File: src/rtl/irq_msg_pkg.sv
package irq_msg_pkg;
    localparam int NUM_IRQ = 24;
    localparam int VEC_W   = 8;
    localparam int PRI_W   = 4;
    localparam int ID_W    = 8;
    localparam logic [VEC_W-1:0] MIN_VEC  = 8'h10;
    localparam logic [11:0]      MSG_BASE = 12'hFEE;

    // msb first: mask, active-low, level, priority, vector
    typedef struct packed {
        logic             mask;
        logic             low_act;
        logic             level;
        logic [PRI_W-1:0] prio;
        logic [VEC_W-1:0] vec;
    } redir_t;

    localparam int ENTRY_W = $bits(redir_t);

    typedef enum logic {S_IDLE, S_SEND} send_st_t;

    function automatic logic vec_legal(input logic [VEC_W-1:0] v);
        return v >= MIN_VEC;
    endfunction

    function automatic logic [31:0] msg_address(input logic [ID_W-1:0] id);
        return {MSG_BASE, id, 12'h000};
    endfunction
endpackage

File: src/rtl/irq_redir_table.sv
module irq_redir_table import irq_msg_pkg::*; #(
    parameter int NUM_IN = 24,
    parameter int IDX_W  = 5
) (
    input  logic                    clk,
    input  logic                    rst,
    input  logic                    wr_en,
    input  logic [IDX_W-1:0]        wr_idx,
    input  redir_t                  wr_val,
    output redir_t [NUM_IN-1:0]     table_q
);
    localparam redir_t RST_ENTRY = '{mask: 1'b1, low_act: 1'b0, level: 1'b0,
                                     prio: '0, vec: '0};

    for (genvar g = 0; g < NUM_IN; g++) begin : g_entry
        always_ff @(posedge clk) begin
            if (rst) begin
                table_q[g] <= RST_ENTRY;
            end else if (wr_en && wr_idx == IDX_W'(g)) begin
                table_q[g] <= wr_val;
            end
        end
    end
endmodule

File: src/rtl/irq_pend_unit.sv
module irq_pend_unit import irq_msg_pkg::*; #(
    parameter int NUM_IN = 24,
    parameter int IDX_W  = 5
) (
    input  logic                          clk,
    input  logic                          rst,
    input  logic [NUM_IN-1:0]             pins,
    input  logic [NUM_IN-1:0]             f_mask,
    input  logic [NUM_IN-1:0]             f_low,
    input  logic [NUM_IN-1:0]             f_lvl,
    input  logic [NUM_IN-1:0][VEC_W-1:0]  f_vec,
    input  logic                          done_valid,
    input  logic [IDX_W-1:0]              done_idx,
    input  logic                          eoi_valid,
    input  logic [VEC_W-1:0]              eoi_vec,
    output logic [NUM_IN-1:0]             req
);
    for (genvar g = 0; g < NUM_IN; g++) begin : g_src
        logic act, act_q, pend_q, insvc_q, ok, done_me, edge_hit;

        assign act      = pins[g] ^ f_low[g];
        assign ok       = !f_mask[g] && vec_legal(f_vec[g]);
        assign done_me  = done_valid && done_idx == IDX_W'(g);
        assign edge_hit = !f_lvl[g] && ok && act && !act_q;

        always_ff @(posedge clk) begin
            if (rst) begin
                act_q   <= 1'b0;
                pend_q  <= 1'b0;
                insvc_q <= 1'b0;
            end else begin
                act_q <= act;
                // a fresh edge outranks the retirement of the previous one
                if (edge_hit)     pend_q <= 1'b1;
                else if (done_me) pend_q <= 1'b0;
                if (done_me && f_lvl[g])
                    insvc_q <= 1'b1;
                else if (eoi_valid && eoi_vec == f_vec[g])
                    insvc_q <= 1'b0;
            end
        end

        assign req[g] = ok && (f_lvl[g] ? (act_q && !insvc_q) : pend_q);
    end
endmodule

File: src/rtl/irq_prio_arb.sv
module irq_prio_arb import irq_msg_pkg::*; #(
    parameter int NUM_IN = 24,
    parameter int IDX_W  = 5
) (
    input  logic [NUM_IN-1:0]             req,
    input  logic [NUM_IN-1:0][PRI_W-1:0]  f_pri,
    output logic                          any,
    output logic [IDX_W-1:0]              win_idx
);
    logic [PRI_W-1:0] best;

    always_comb begin
        any     = 1'b0;
        win_idx = '0;
        best    = '0;
        // ascending scan with strict compare keeps the lower index on ties
        for (int i = 0; i < NUM_IN; i++) begin
            if (req[i] && (!any || f_pri[i] > best)) begin
                any     = 1'b1;
                win_idx = IDX_W'(i);
                best    = f_pri[i];
            end
        end
    end
endmodule

File: src/rtl/irq_msg_gen.sv
module irq_msg_gen import irq_msg_pkg::*; #(
    parameter int NUM_IN = NUM_IRQ,
    localparam int IDX_W = $clog2(NUM_IN)
) (
    input  logic                clk,
    input  logic                rst,
    input  logic [NUM_IN-1:0]   irq_in,
    input  logic                cfg_we,
    input  logic [IDX_W-1:0]    cfg_idx,
    input  logic [ENTRY_W-1:0]  cfg_entry,
    input  logic                id_we,
    input  logic [ID_W-1:0]     id_value,
    input  logic                eoi_valid,
    input  logic [VEC_W-1:0]    eoi_vector,
    output logic                msg_valid,
    input  logic                msg_ready,
    output logic [31:0]         msg_addr,
    output logic [VEC_W-1:0]    msg_vector
);
    redir_t [NUM_IN-1:0]            tbl;
    logic [NUM_IN-1:0]              f_mask, f_low, f_lvl, req;
    logic [NUM_IN-1:0][VEC_W-1:0]   f_vec;
    logic [NUM_IN-1:0][PRI_W-1:0]   f_pri;
    logic                           any, accept;
    logic [IDX_W-1:0]               win_idx, src_q;
    logic [ID_W-1:0]                id_q;
    logic [31:0]                    addr_q;
    logic [VEC_W-1:0]               vec_q;
    send_st_t                       st_q;

    irq_redir_table #(.NUM_IN(NUM_IN), .IDX_W(IDX_W)) u_table (
        .clk    (clk),
        .rst    (rst),
        .wr_en  (cfg_we),
        .wr_idx (cfg_idx),
        .wr_val (redir_t'(cfg_entry)),
        .table_q(tbl)
    );

    for (genvar g = 0; g < NUM_IN; g++) begin : g_fields
        assign f_mask[g] = tbl[g].mask;
        assign f_low[g]  = tbl[g].low_act;
        assign f_lvl[g]  = tbl[g].level;
        assign f_vec[g]  = tbl[g].vec;
        assign f_pri[g]  = tbl[g].prio;
    end

    assign accept = (st_q == S_SEND) && msg_ready;

    irq_pend_unit #(.NUM_IN(NUM_IN), .IDX_W(IDX_W)) u_pend (
        .clk       (clk),
        .rst       (rst),
        .pins      (irq_in),
        .f_mask    (f_mask),
        .f_low     (f_low),
        .f_lvl     (f_lvl),
        .f_vec     (f_vec),
        .done_valid(accept),
        .done_idx  (src_q),
        .eoi_valid (eoi_valid),
        .eoi_vec   (eoi_vector),
        .req       (req)
    );

    irq_prio_arb #(.NUM_IN(NUM_IN), .IDX_W(IDX_W)) u_arb (
        .req    (req),
        .f_pri  (f_pri),
        .any    (any),
        .win_idx(win_idx)
    );

    always_ff @(posedge clk) begin
        if (rst) begin
            st_q   <= S_IDLE;
            id_q   <= '0;
            src_q  <= '0;
            addr_q <= '0;
            vec_q  <= '0;
        end else begin
            if (id_we) id_q <= id_value;
            case (st_q)
                S_IDLE: if (any) begin
                    st_q   <= S_SEND;
                    src_q  <= win_idx;
                    addr_q <= msg_address(id_q);
                    vec_q  <= f_vec[win_idx];
                end
                S_SEND: if (msg_ready) st_q <= S_IDLE;
                default: st_q <= S_IDLE;
            endcase
        end
    end

    assign msg_valid  = (st_q == S_SEND);
    assign msg_addr   = addr_q;
    assign msg_vector = vec_q;
endmodule

File: config.mk
export PLATFORM = sky130hd
export DESIGN_NAME = irq_msg_gen
export DESIGN_NICKNAME = d
export VERILOG_FILES = /design/src/rtl/irq_msg_pkg.sv /design/src/rtl/irq_redir_table.sv /design/src/rtl/irq_pend_unit.sv /design/src/rtl/irq_prio_arb.sv /design/src/rtl/irq_msg_gen.sv
export SDC_FILE = /design/constraint.sdc
export NUM_CORES = 1
export LEC_CHECK = 0
export ABC_CLOCK_PERIOD_IN_PS = 32700
export BUFFER_PORTS_ARGS = -buffer_cell sky130_fd_sc_hd__buf_4
export CAP_MARGIN = 10
export CORE_MARGIN = 8
export CORE_UTILIZATION = 30
export CTS_BUF_LIST = sky130_fd_sc_hd__clkbuf_4
export DETAILED_ROUTE_END_ITERATION = 12
export SYNTH_ARGS = -nofsm -noshare
export SYNTH_HDL_FRONTEND = slang
export SYNTH_SLANG_ARGS = --single-unit
File: constraint.sdc
create_clock -name clk -period 32.7 [get_ports clk]
set_input_delay 3.27 -clock clk [delete_from_list [all_inputs] [get_ports clk]]
set_output_delay 3.27 -clock clk [all_outputs]
set_load 0.1 [all_outputs]
==> results.txt <==
The flow ran to the end, but the final reports show violations. The checks that failed: negative setup slack. Max-cap violations in this run came to 0.

The library cell appearing most often on the critical path is sky130_fd_sc_hd__a21oi_2. Setup repair after global routing could not meet its margin everywhere. The final worst setup slack came out at -1.06 ns.

The post-synthesis sequential element count came out at approximately 460. The number of max-slew violations in the final report came to 0. Among all flip-flop cells after synthesis, the most frequent one is sky130_fd_sc_hd__dfxtp_1. The share of the cycle needed by the critical path after routing came out at 103%. The tree is rooted in a sky130_fd_sc_hd__clkbuf_4. The analysis attributes to net switching a power of between 300 and 400 uW. The power density over cell area is 34.8 nW/um^2. The clock network power share is 45.9%.

The post-detailed-route DRC marker count is 0. The number of iterations in the first detailed-routing pass is 6. The number of nets in the final layout is 4052.

The setup slack at placement came out at -1.94 ns. The number of cells produced by synthesis is ~3.5k. For this run, the slowest stage of the critical path takes 0.43 ns. By area, the combinational part of the netlist is dominated by simple AND/OR/NAND/NOR gates. The worst setup path is captured at a flip-flop. The required time at the endpoint of the critical path is 33.58 ns. The number of sinks on the clock net is roughly 460. TritonCTS built the clock tree. The die covers 98200 sq um.

Summing the areas of all compound-gate instances in the mapped netlist gives 19.3% of the synthesized area. The detailed router placed 27.1k vias in this run. Leaving out fill and tap cells, the most frequent cell in the layout is sky130_fd_sc_hd__nand2_1. The count of fill cells added during filler insertion came out at 8867. The global-route wire length before repair is 155000 um. The top fanout value on the critical path came out at 7.

The all-layer global routing usage is 19.9%. The worst setup path category is reg2reg. The post-placement cell count came out at 4821.

The library cells used most frequently in the layout, excluding fill and tap cells, are sky130_fd_sc_hd__nand2_1, sky130_fd_sc_hd__buf_4, sky130_fd_sc_hd__dfxtp_1, sky130_fd_sc_hd__a21oi_1, sky130_fd_sc_hd__clkbuf_4. Using the TritonRoute via totals, the vias-per-cell ratio works out to between 5 and 6. Summing the areas of all and, or, nand and nor instances in the mapped netlist gives 24.6% of the synthesized area. Net switching is 26.6% of the power. The slowest stage of the critical path belongs to the cell sky130_fd_sc_hd__o41a_1. The number of nets with antenna violations after detailed routing came out at 0. The static leakage came out at 13.4 nW. The internal power contribution is slightly below 900 uW.

The total number of placement rows came out at 109. The number of DRC violations after detailed-routing iteration 0 came out at 2436. The clock passes through at most 3 buffers. The cts-stage hold buffer count is 0. The number of clock buffers inserted by TritonCTS came out at 130. Global routing finished with a remaining overflow of 0.

Of all flip-flops after synthesis, the portion carrying an async set or reset was 0%. The final setup violation count is 13. 107 I/O pins were placed. The total half-perimeter wirelength after legalization and detailed placement came out at 69100 um. The first element of the critical path is u_pend.g_src[0].insvc_q. The wire length after detailed routing is 102000 um. The cell area after synthesis came out at 26500 sq um. The via count of the first global-routing pass came out at 25.7k. The mux cell area share after synthesis came out at ~5.5%. Summing the sequential cell areas from Yosys gives roughly a third of the chip area. The die is approximately 310 um wide. The path class of the tightest hold or removal check is reg2reg. The final non-filler cell area is 34900 sq um. The critical path data arrival time came out at 34.64 ns.

The initial antenna violation count was 4. Counting flops with a built-in enable in the synthesized netlist gives 0. After the flow finishes, the layout carries non-filler instances totaling 5174. The worst setup path is launched from a flip-flop. The worst clock skew is 0.0525 ns. The placeable core region came out at 88000 sq um. The clock transition at the registers of the reported paths came out at 0.07 ns. The number of distinct library cells after synthesis came out at 109.

The share of post-route cells with drive strength above 1 is between 20% and 30%. The number of buffer and inverter stages on the critical path came out at 26. The multi-input combinational cells in the finished layout cover a total of ~18000 sq um. For the finished layout, the period the worst path requires is 33.76 ns. The height of the chip is 313 um.

In this design, the largest share of critical-path delay is due to compound AO/OA/AOI/OAI gates. The layout-stage area growth over the synthesis result is 31.6%. The startpoint of the lowest-slack register-to-register path is u_pend.g_src[0].insvc_q. The number of port buffers is 92. The tightest slew margin relative to the limit came out at 20.3%. For the worst-skew pair, the clock arrives at the later sink with an insertion delay of 0.98 ns. The average detailed-routed wire length per instance is 19.8 um. Across the VDD grid, the largest voltage drop is 0.0289 mV. Entering global routing, the biggest net connects approximately 180 pins. The startpoint identified for the worst hold timing path is u_pend.g_src[19].act_q. The achievable clock frequency came out at 0.0296 GHz.

The final-report hold violation count is 0. The sequential group share of total power came out at 47.3%. Routability-driven placement finished with a final weighted congestion of 0.961. The XOR/XNOR share of the synthesized area came out at under 10%. The area used by sequential logic in the layout is 9270 sq um. The H-tree depth reported by CTS is 4.

The total placed instance area is between 30000 and 40000 sq um. The slew at the pin closest to its max-slew limit came out at 1.19 ns. Yosys printed 0 warnings.

The proportion of power drawn by combinational gates is 6.8%. The post-synthesis average cell area came out at 7.65 sq um. The synthesized-area fraction occupied by adder cells is under 10%. The starting density of the core came out at 30.2%.
==> synthesized netlist by cell type (all sizes together), types with 9 or more instances <==
cell type | n | area, sq um
a211oi | 39 | 328
a21o | 11 | 82.6
a21oi | 450 | 2270
a31oi | 22 | 156
and2 | 17 | 106
and3 | 13 | 82.6
buf | 58 | 354
clkbuf | 166 | 624
dfxtp | 463 | 9270
ha | 76 | 951
inv | 90 | 338
mux2 | 22 | 267
mux2i | 116 | 1160
nand2 | 880 | 3300
nand2b | 37 | 231
nand3 | 78 | 395
nand3b | 58 | 439
nand4 | 22 | 138
nor2 | 164 | 631
nor2b | 27 | 169
nor3 | 40 | 221
nor4 | 64 | 474
o211ai | 21 | 176
o21a | 15 | 113
o21ai | 71 | 359
o22ai | 17 | 106
o311ai | 9 | 101
o31a | 10 | 88.8
o31ai | 20 | 164
o41ai | 27 | 244
or2 | 10 | 62.6
or3 | 20 | 125
xnor2 | 48 | 420
xor2 | 168 | 1470
==> area by class of cell <==
cell class,count,area share [%]
diodes,2,0.0143
clock buffers,192,4.13
clock inverters,37,0.713
inverters,91,1.00
multi-input cells,2703,51.5
flip-flops and latches,463,26.6
well taps,1165,4.18
repair buffers,521,12.0
==> through the flow <==
stage / utilization [%] / hold slack (ns) / total power, mW / setup TNS (ns)
after detailed placement: 35.0 / 0.431 / 0.667 / -19.84
after global placement: 35.0 / 0.428 / 0.666 / -6.35
after floorplan: - / 0.411 / 0.638 / -3.18
after global routing: 39.7 / 0.441 / 1.26 / -34.35
final: 39.7 / 0.422 / 1.22 / -10.01
after CTS: 38.6 / 0.425 / 1.23 / -5.77
==> power by group through the flow <==
stage | clock (mW) | sequential (mW) | combinational, mW
2_1_floorplan | 0 | 0.586 | 0.0520
3_3_place_gp | 0 | 0.587 | 0.0795
3_5_place_dp | 0 | 0.587 | 0.0799
4_1_cts | 0.570 | 0.574 | 0.0808
5_1_grt | 0.601 | 0.575 | 0.0874
6_report | 0.558 | 0.575 | 0.0825
==> flip-flops by register name (all words and copies together), names as in the netlist <==
name / flops
u_pend.g_src.act_q: 24
u_pend.g_src.pend_q: 24
msg_valid: 1
u_table.table_q: 360
u_pend.g_src.insvc_q: 24
msg_addr: 9
msg_vector: 8
src_q: 5
id_q: 8
==> cell families after synthesis <==
kind of cell,Yosys count
AO/OA/AOI/OAI,811
multiplexers,139
buffers and inverters,315
other,1
XOR/XNOR,216
flip-flops,463
AND/OR/NAND/NOR,1446
adder cells (fa/ha/maj),76
==> timing repair <==
action | in CTS | in global routing
gates cloned | 4 | 0
buffers inserted | 88 | 36
gates resized for setup | 139 | 154
endpoints found under the setup margin | 13 | 13
pin swaps | 105 | 156
==> per-layer routing <==
| metal | up-vias | routed length (um) | part of all wire [%] | GRT usage (%) |
|---|---|---|---|---|
| met1 | 12894 | 46100 | 45 | 27.2 |
| met2 | 987 | 46600 | 46 | 31.5 |
| met3 | 205 | 6500 | 6.4 | 3.38 |
| met4 | 0 | 3140 | 3.1 | 7.19 |
| met5 | - | 0 | 0 | 0 |
| li1 | 12972 | - | - | - |
==> worst paths after layout <==
kind,end,slack (ns),cells past startpoint
max,msg_vector[0],-1.06,201
min,u_pend.g_src[19].pend_q,0.42,1
max reg2reg,msg_vector[0],-1.06,201
min reg2reg,u_pend.g_src[19].pend_q,0.42,1
(Power assumes the default switching activity.)
